**src/rtl/pl_pkg.sv**
```systemverilog
package pl_pkg;

    typedef enum logic [3:0] {
        RQ_NONE           = 4'd0,
        RQ_WR_LIVE        = 4'd1,
        RQ_WR_DR          = 4'd2,
        RQ_DR_TO_LIVE     = 4'd3,
        RQ_LIVE_TO_DR     = 4'd4,
        RQ_ALL_DR_TO_LIVE = 4'd5,
        RQ_ALL_LIVE_TO_DR = 4'd6,
        RQ_STEP_UP        = 4'd7,
        RQ_STEP_DN        = 4'd8
    } req_kind_t;

    typedef enum logic [2:0] {
        CL_BAD,
        CL_XFER,
        CL_WRITE,
        CL_READ_LIVE,
        CL_READ_DR,
        CL_STEP
    } op_class_t;

    typedef enum logic [3:0] {
        ST_IDLE,
        ST_ADDR,
        ST_ADDR_ACK,
        ST_INSTR,
        ST_INSTR_ACK,
        ST_WDATA,
        ST_WDATA_ACK,
        ST_RDATA,
        ST_RD_MACK,
        ST_STEP,
        ST_IGNORE
    } state_t;

endpackage

```
**src/rtl/pl_bus_sense.sv**
```systemverilog
module pl_bus_sense #(
    parameter int STAGES = 2
) (
    input  logic clk,
    input  logic rst_n,
    input  logic scl_in,
    input  logic sda_in,
    output logic scl_lvl,
    output logic sda_lvl,
    output logic scl_rise,
    output logic scl_fall,
    output logic start_ev,
    output logic stop_ev
);
    logic [STAGES-1:0] scl_sh;
    logic [STAGES-1:0] sda_sh;
    logic              scl_d;
    logic              sda_d;

    // bus idles high, so the chain resets high and no event fires out of reset
    always_ff @(posedge clk or negedge rst_n) begin
        if (!rst_n) begin
            scl_sh <= '1;
            sda_sh <= '1;
            scl_d  <= 1'b1;
            sda_d  <= 1'b1;
        end else begin
            scl_sh <= {scl_sh[STAGES-2:0], scl_in};
            sda_sh <= {sda_sh[STAGES-2:0], sda_in};
            scl_d  <= scl_sh[STAGES-1];
            sda_d  <= sda_sh[STAGES-1];
        end
    end

    assign scl_lvl  = scl_sh[STAGES-1];
    assign sda_lvl  = sda_sh[STAGES-1];
    assign scl_rise = scl_lvl & ~scl_d;
    assign scl_fall = ~scl_lvl & scl_d;
    assign start_ev = scl_lvl & scl_d & sda_d & ~sda_lvl;
    assign stop_ev  = scl_lvl & scl_d & ~sda_d & sda_lvl;

endmodule

```
**src/rtl/pl_opcode_decode.sv**
```systemverilog
module pl_opcode_decode
    import pl_pkg::*;
(
    input  logic [3:0] opcode,
    output op_class_t  cls,
    output req_kind_t  kind
);
    always_comb begin
        cls  = CL_BAD;
        kind = RQ_NONE;
        case (opcode)
            4'b1001: cls = CL_READ_LIVE;
            4'b1011: cls = CL_READ_DR;
            4'b1010: begin cls = CL_WRITE; kind = RQ_WR_LIVE;        end
            4'b1100: begin cls = CL_WRITE; kind = RQ_WR_DR;          end
            4'b1101: begin cls = CL_XFER;  kind = RQ_DR_TO_LIVE;     end
            4'b1110: begin cls = CL_XFER;  kind = RQ_LIVE_TO_DR;     end
            4'b0001: begin cls = CL_XFER;  kind = RQ_ALL_DR_TO_LIVE; end
            4'b1000: begin cls = CL_XFER;  kind = RQ_ALL_LIVE_TO_DR; end
            4'b0010: cls = CL_STEP;
            default: begin cls = CL_BAD;   kind = RQ_NONE;           end
        endcase
    end

endmodule

```
**src/rtl/pot_link_slave.sv**
```systemverilog
module pot_link_slave
    import pl_pkg::*;
#(
    parameter int         SYNC_STAGES = 2,
    parameter int         ADDR_W      = 4,
    parameter int         DATA_W      = 6,
    parameter logic [3:0] TYPE_CODE   = 4'b0101
) (
    input  logic              clk,
    input  logic              rst_n,
    input  logic              scl_in,
    input  logic              sda_in,
    output logic              sda_pull,
    input  logic [ADDR_W-1:0] strap,
    input  logic              busy,
    input  logic [DATA_W-1:0] rd_data,
    output logic              view_dr,
    output logic              req_valid,
    output logic [3:0]        req_kind,
    output logic [1:0]        req_unit,
    output logic [1:0]        req_reg,
    output logic [DATA_W-1:0] req_data
);
    localparam int BYTE_W = 8;
    localparam int CNT_W  = $clog2(BYTE_W + 1);
    localparam int PAD_W  = BYTE_W - DATA_W;
    localparam int TYPE_W = BYTE_W - ADDR_W;
    localparam logic [CNT_W-1:0] FULL = CNT_W'(BYTE_W);

    logic scl_lvl, sda_lvl, scl_rise, scl_fall, start_ev, stop_ev;

    pl_bus_sense #(.STAGES(SYNC_STAGES)) u_sense (
        .clk      (clk),
        .rst_n    (rst_n),
        .scl_in   (scl_in),
        .sda_in   (sda_in),
        .scl_lvl  (scl_lvl),
        .sda_lvl  (sda_lvl),
        .scl_rise (scl_rise),
        .scl_fall (scl_fall),
        .start_ev (start_ev),
        .stop_ev  (stop_ev)
    );

    state_t              state_q, state_n;
    logic [CNT_W-1:0]    cnt_q, cnt_n;
    logic [BYTE_W-1:0]   sh_q, sh_n;
    logic [BYTE_W-1:0]   instr_q, instr_n;
    logic                pull_q, pull_n;
    logic                pend_q, pend_n;
    logic                dir_q, dir_n;
    logic                rv_q, rv_n;
    req_kind_t           rk_q, rk_n;
    logic [DATA_W-1:0]   rdat_q, rdat_n;

    op_class_t           dec_cls;
    req_kind_t           dec_kind;
    logic [3:0]          dec_op;
    logic [BYTE_W-1:0]   rd_word;
    logic                addr_hit;

    // while the instruction is arriving decode the shift register, otherwise the held byte
    assign dec_op = (state_q == ST_INSTR) ? sh_q[BYTE_W-1 -: 4] : instr_q[BYTE_W-1 -: 4];

    pl_opcode_decode u_dec (
        .opcode (dec_op),
        .cls    (dec_cls),
        .kind   (dec_kind)
    );

    assign rd_word  = {{PAD_W{1'b0}}, rd_data};
    assign addr_hit = (sh_q[BYTE_W-1 -: TYPE_W] == TYPE_CODE) &&
                      (sh_q[ADDR_W-1:0] == strap) && !busy;

    // state and datapath register
    always_ff @(posedge clk or negedge rst_n) begin
        if (!rst_n) begin
            state_q <= ST_IDLE;
            cnt_q   <= '0;
            sh_q    <= '0;
            instr_q <= '0;
            pull_q  <= 1'b0;
            pend_q  <= 1'b0;
            dir_q   <= 1'b0;
            rv_q    <= 1'b0;
            rk_q    <= RQ_NONE;
            rdat_q  <= '0;
        end else begin
            state_q <= state_n;
            cnt_q   <= cnt_n;
            sh_q    <= sh_n;
            instr_q <= instr_n;
            pull_q  <= pull_n;
            pend_q  <= pend_n;
            dir_q   <= dir_n;
            rv_q    <= rv_n;
            rk_q    <= rk_n;
            rdat_q  <= rdat_n;
        end
    end

    // next state and next outputs
    always_comb begin
        state_n = state_q;
        cnt_n   = cnt_q;
        sh_n    = sh_q;
        instr_n = instr_q;
        pull_n  = pull_q;
        pend_n  = pend_q;
        dir_n   = dir_q;
        rv_n    = 1'b0;
        rk_n    = RQ_NONE;
        rdat_n  = rdat_q;

        if (start_ev) begin
            state_n = ST_ADDR;
            cnt_n   = '0;
            pull_n  = 1'b0;
            pend_n  = 1'b0;
        end else if (stop_ev) begin
            state_n = ST_IDLE;
            pull_n  = 1'b0;
            pend_n  = 1'b0;
        end else begin
            unique case (state_q)
                ST_IDLE, ST_IGNORE: begin
                end
                ST_ADDR, ST_INSTR, ST_WDATA: begin
                    if (scl_rise && cnt_q != FULL) begin
                        sh_n  = {sh_q[BYTE_W-2:0], sda_lvl};
                        cnt_n = cnt_q + 1'b1;
                    end else if (scl_fall && cnt_q == FULL) begin
                        if (state_q == ST_ADDR) begin
                            if (addr_hit) begin
                                state_n = ST_ADDR_ACK;
                                pull_n  = 1'b1;
                            end else begin
                                state_n = ST_IGNORE;
                            end
                        end else if (state_q == ST_INSTR) begin
                            instr_n = sh_q;
                            if (dec_cls != CL_BAD) begin
                                state_n = ST_INSTR_ACK;
                                pull_n  = 1'b1;
                            end else begin
                                state_n = ST_IGNORE;
                            end
                        end else begin
                            rv_n    = 1'b1;
                            rk_n    = dec_kind;
                            rdat_n  = sh_q[DATA_W-1:0];
                            state_n = ST_WDATA_ACK;
                            pull_n  = 1'b1;
                        end
                    end
                end
                ST_ADDR_ACK: begin
                    if (scl_fall) begin
                        pull_n  = 1'b0;
                        cnt_n   = '0;
                        state_n = ST_INSTR;
                    end
                end
                ST_INSTR_ACK: begin
                    if (scl_fall) begin
                        pull_n = 1'b0;
                        cnt_n  = '0;
                        unique case (dec_cls)
                            CL_XFER: begin
                                rv_n    = 1'b1;
                                rk_n    = dec_kind;
                                state_n = ST_IGNORE;
                            end
                            CL_WRITE: state_n = ST_WDATA;
                            CL_READ_LIVE, CL_READ_DR: begin
                                sh_n    = rd_word;
                                pull_n  = ~rd_word[BYTE_W-1];
                                state_n = ST_RDATA;
                            end
                            CL_STEP: state_n = ST_STEP;
                            CL_BAD:  state_n = ST_IGNORE;
                        endcase
                    end
                end
                ST_WDATA_ACK: begin
                    if (scl_fall) begin
                        pull_n  = 1'b0;
                        state_n = ST_IGNORE;
                    end
                end
                ST_RDATA: begin
                    if (scl_rise) begin
                        cnt_n = cnt_q + 1'b1;
                    end else if (scl_fall) begin
                        if (cnt_q == FULL) begin
                            pull_n  = 1'b0;
                            state_n = ST_RD_MACK;
                        end else begin
                            pull_n = ~sh_q[BYTE_W-2];
                            sh_n   = {sh_q[BYTE_W-2:0], 1'b0};
                        end
                    end
                end
                ST_RD_MACK: begin
                    if (scl_rise) state_n = ST_IGNORE;
                end
                ST_STEP: begin
                    if (scl_rise) begin
                        pend_n = 1'b1;
                        dir_n  = sda_lvl;
                    end else if (scl_fall && pend_q) begin
                        pend_n = 1'b0;
                        rv_n   = 1'b1;
                        rk_n   = dir_q ? RQ_STEP_UP : RQ_STEP_DN;
                    end
                end
                default: state_n = ST_IDLE;
            endcase
        end
    end

    assign sda_pull  = pull_q;
    assign req_valid = rv_q;
    assign req_kind  = rk_q;
    assign req_data  = rdat_q;
    assign req_unit  = instr_q[1:0];
    assign req_reg   = instr_q[3:2];
    assign view_dr   = (dec_cls == CL_READ_DR);

endmodule

```
**config.mk**
```make
export PLATFORM = sky130hd
export DESIGN_NAME = pot_link_slave
export DESIGN_NICKNAME = d
export VERILOG_FILES = /design/src/rtl/pl_pkg.sv /design/src/rtl/pl_bus_sense.sv /design/src/rtl/pl_opcode_decode.sv /design/src/rtl/pot_link_slave.sv
export SDC_FILE = /design/constraint.sdc
export NUM_CORES = 1
export LEC_CHECK = 0
export ABC_AREA = 1
export ABC_CLOCK_PERIOD_IN_PS = 2350
export BUFFER_PORTS_ARGS = -buffer_cell sky130_fd_sc_hd__buf_2
export CAP_MARGIN = 20
export CORE_AREA = 2 2 101 64
export CTS_BUF_LIST = sky130_fd_sc_hd__clkbuf_8 sky130_fd_sc_hd__clkbuf_16
export DETAILED_ROUTE_END_ITERATION = 7
export DIE_AREA = 0 0 103 66
export PLACE_DENSITY = 0.6
export RECOVER_POWER = 100
export SLEW_MARGIN = 20
export SYNTH_ARGS = -nofsm -noshare
export SYNTH_HDL_FRONTEND = slang
export SYNTH_SLANG_ARGS = --single-unit
```
**constraint.sdc**
```tcl
create_clock -name clk -period 2.35 [get_ports clk]
set_input_delay 0.3525 -clock clk [delete_from_list [all_inputs] [get_ports clk]]
set_output_delay 0.3525 -clock clk [all_outputs]
set_load 0.05 [all_outputs]
```
==> summary by stage <==
STA
The worst-case hold slack is 0.152 ns. Setup repair after global routing left no endpoint under its margin. The normalized max-slew margin is 21.5%. Adding up every negative setup slack in the final design gives 0 ns. The final count of negative-setup-slack endpoints is 0. The number of hold violations in the final report is 0. The worst path needs 2.23 ns of the cycle, external delays included. Based on the critical path, the design can be clocked at up to 447 MHz. The actual transition at the worst max-transition pin is 1.18 ns. The setup skew after layout is 0.0113 ns. The final count of pins violating max slew came to 0. The final critical path takes up 95.1% of the cycle.

Once routing completed, OpenROAD measured the worst setup slack at 0.115 ns.

Die
The initial utilization of the core area, before any placement, comes to 43.3%. 32 I/O pins were placed. The die covers 6800 µm².

The die is 66 µm tall. In this run the horizontal extent of the chip is 103 µm. After floorplanning, the core was sized to cover 5890 µm².

The floorplan has 22 rows.

Global route
The final global-route overflow total is 0. The via count of the first global-routing pass is 2,090. The first global-routing pass estimated 10,500 µm of wire. The number of antenna violations at the first check in global routing is 0. The total global-route track usage is 20.3%.

The maximum number of pins on one net before global-route repair is 24.

Worst setup path
STA classifies the critical path endpoint as an output port. The endpoint identified for the worst register-to-register timing path is state_q[2]$_DFFE_PN0P_. Data on the critical path arrives at its endpoint at 1.88 ns. The path type of the worst setup path is flip-flop to output port.

The flop-to-flop setup slack is 0.19 ns. The depth of the worst register-to-register path is 14. STA classifies the critical path startpoint as a flip-flop. The startpoint identified for the worst register-to-register timing path is state_q[3]$_DFFE_PN0P_. The worst-path maximum fanout is 6. The required time at the worst-slack endpoint is 2.00 ns.

Power
The total power is 2.86 mW. The worst ir drop on vdd is 0.000465 V. The power density normalized to cell area is 997 nW/µm².

Summed over all cells, the static leakage comes to 1.45 nW.

Finish
The share of cells above drive strength 1 is 15.6%. The final standard cell count with taps included and fillers excluded is 455. The number of antenna diodes in the final layout is 0. The layout overhead on the synthesized area is 12.6%. At the end of the flow, the number of nets in the layout was 387.

Logic synthesis
sky130_fd_sc_hd__dfrtp_1 takes more of the synthesized area than any other cell. The commonest register cell after synthesis is sky130_fd_sc_hd__dfrtp_1. Of all flip-flops after synthesis, the portion carrying an async set or reset was 100%. The share of the synthesized area in the top cell type is 37.3%.

Summing the sequential cell areas from Yosys gives 43.5% of the chip area. During synthesis, Yosys emitted a total of 0 warnings. Synthesis produced a netlist whose cell count is 334. By count the netlist is led by sky130_fd_sc_hd__nand2_1, sky130_fd_sc_hd__inv_1, sky130_fd_sc_hd__dfrtp_1, sky130_fd_sc_hd__nor2_1, sky130_fd_sc_hd__o21ai_0. By area the synthesized netlist is led by sky130_fd_sc_hd__dfrtp_1, sky130_fd_sc_hd__nand2_1, sky130_fd_sc_hd__inv_1, sky130_fd_sc_hd__dfstp_2, sky130_fd_sc_hd__o21ai_0. The cell area that synthesis handed to floorplanning was 2550 µm². Dividing the synthesized area by the synthesized cell count gives 7.63 µm². The count of different cell masters after synthesis is 36.

The total of flip-flops plus latches after synthesis is 44. The number of enable flip-flop cells after synthesis is 0. Synthesis produced a netlist with a net count of 351. Yosys instantiated no cell more often than sky130_fd_sc_hd__nand2_1.

Worst hold path
For hold timing, the worst endpoint is u_sense.scl_sh[0]$_DFF_PN1_. The worst hold path begins at scl_in. The tightest min-delay check is of the input port to flip-flop type. Counting instances, the worst hold path has a depth of 1.

Routing
After detailed routing, the number of vias per cell comes to 5.03. The detail-routed net length per standard cell is 13.8 µm. The wire length reported by the detailed router is 6280 µm. For this run, design rule violations remaining after detail routing come to 0. The count of nets left with antenna violations once routing finished came out at 0. The routed layout has 2,290 vias. The number of iterations in the first detailed-routing pass is 5.

The detailed router finished its first iteration with 245 violations.

Clocking
TritonCTS built the clock tree. The clock buffer count from CTS is 5. The number of H-tree levels is 2. The latest clock arrival within the worst-skew pair is 0.30 ns. The clock slew at the register clock pins of the worst setup and hold paths is 0.08 ns.

The TritonCTS sink count is 44. The hold buffer count at CTS is 0. The cell sitting at the root of the clock tree is a sky130_fd_sc_hd__clkbuf_8.

The longest clock path from root to sink contains 2 buffers.

Placed design
The total placed cells including tap cells is 446. Once detailed placement completed, the half-perimeter wirelength came to 5020 µm. Timing analysis after detailed placement gives a worst setup slack of 0.294 ns. Input and output buffers added on the ports amount to 31. The final estimated routing congestion in global placement is 0.948.

Job
The count of max-cap constraint violations is 0.

Outcome
The run finished with clean final reports.
## layout make-up
type,count,area [µm²]
fill,637,3020
multi-input combinational,236,1190
sequential,44,1110
timing repair buffer,37,180
inverter,46,178
tap,84,105
clock buffer,5,68.8
clock inverter,3,38.8
## metrics by stage
stage                     utilization (%)  cell area [µm²]
after floorplan                         -             2550
after global placement               47.6             2810
after detailed placement             47.6             2810
after CTS                            49.4             2910
after global routing                 48.7             2870
final                                48.7             2870
## logic make-up (layout without fill, tap and decap cells)
| family | count (synthesis) | count (layout) | synth area share (%) |
|---|---|---|---|
| fa+ha+maj | 2 | 2 | 0.982 |
| simple gates | 173 | 173 | 32.0 |
| flops | 44 | 44 | 43.5 |
| xor+xnor | 2 | 2 | 0.687 |
| compound gates | 59 | 59 | 13.7 |
| buf+inv | 54 | 91 | 9.13 |
## cells in the final DEF (no fill, tap or decap), types with 2 or more instances in the layout
cell type,n
sky130_fd_sc_hd__a21oi_1,4
sky130_fd_sc_hd__a21oi_2,2
sky130_fd_sc_hd__a31oi_1,2
sky130_fd_sc_hd__buf_2,13
sky130_fd_sc_hd__buf_4,4
sky130_fd_sc_hd__clkbuf_1,18
sky130_fd_sc_hd__clkbuf_8,5
sky130_fd_sc_hd__dfrtp_1,38
sky130_fd_sc_hd__dfstp_1,3
sky130_fd_sc_hd__dfstp_2,3
sky130_fd_sc_hd__ha_1,2
sky130_fd_sc_hd__inv_1,44
sky130_fd_sc_hd__inv_2,2
sky130_fd_sc_hd__nand2_1,85
sky130_fd_sc_hd__nand2_2,9
sky130_fd_sc_hd__nand2_4,2
sky130_fd_sc_hd__nand3_1,22
sky130_fd_sc_hd__nand3_2,3
sky130_fd_sc_hd__nand4_1,7
sky130_fd_sc_hd__nor2_1,32
sky130_fd_sc_hd__nor2_2,4
sky130_fd_sc_hd__nor2_4,3
sky130_fd_sc_hd__nor3_1,4
sky130_fd_sc_hd__o211ai_1,8
sky130_fd_sc_hd__o21ai_0,34
sky130_fd_sc_hd__o21ai_1,3
sky130_fd_sc_hd__o21ai_2,2
sky130_fd_sc_hd__xor2_1,2
## routing by layer
| layer | wire length (µm) | global-route usage [%] | vias up |
|---|---|---|---|
| li1 | - | - | 1149 |
| met1 | 3440 | 34.6 | 1073 |
| met5 | 0 | 0 | - |
| met3 | 424 | 4.02 | 5 |
| met2 | 2370 | 24.9 | 63 |
| met4 | 46 | 4.44 | 0 |
## how the worst max path moves through the flow
stage / start / endpoint / slack, ns
floorplan: state_q[2]$_DFFE_PN0P_ / view_dr / 0.57
global placement: state_q[2]$_DFFE_PN0P_ / state_q[1]$_DFFE_PN0P_ / 0.31
detailed placement: state_q[2]$_DFFE_PN0P_ / state_q[2]$_DFFE_PN0P_ / 0.29
CTS: state_q[2]$_DFFE_PN0P_ / view_dr / 0.03
global route: u_sense.scl_d$_DFF_PN1_ / state_q[1]$_DFFE_PN0P_ / 0.04
finish: state_q[2]$_DFFE_PN0P_ / view_dr / 0.12
## worst max-delay path: stages, from the launching register on
cell	delay [ns]
sky130_fd_sc_hd__dfrtp_1	0.52
sky130_fd_sc_hd__nor2_4	0.10
sky130_fd_sc_hd__buf_4	0.17
sky130_fd_sc_hd__nand3_1	0.09
sky130_fd_sc_hd__nand2_2	0.10
sky130_fd_sc_hd__nor2_4	0.19
sky130_fd_sc_hd__nand2_1	0.09
sky130_fd_sc_hd__inv_1	0.06
sky130_fd_sc_hd__clkbuf_2	0.26
## registers in the layout (all words and copies together), names as in the netlist
name / cells
u_sense.scl_sh: 2
cnt_q: 4
req_data: 6
sh_q: 8
u_sense.sda_d: 1
pend_q: 1
state_q: 4
req_valid: 1
req_kind: 4
u_sense.scl_d: 1
u_sense.sda_sh: 2
sda_pull: 1
dir_q: 1
instr_q: 8
## power breakdown
part / total [mW] / switching (mW) / internal (mW)
clock: 0.567 / 0.255 / 0.311
combinational: 1.28 / 0.878 / 0.398
sequential: 1.02 / 0.112 / 0.906
## repair_timing
action,in CTS,in global routing
setup buffers,0,1
resized for setup,0,0
setup endpoints to repair,0,1
endpoints found under the hold margin,0,0
(Power assumes the default switching activity.)
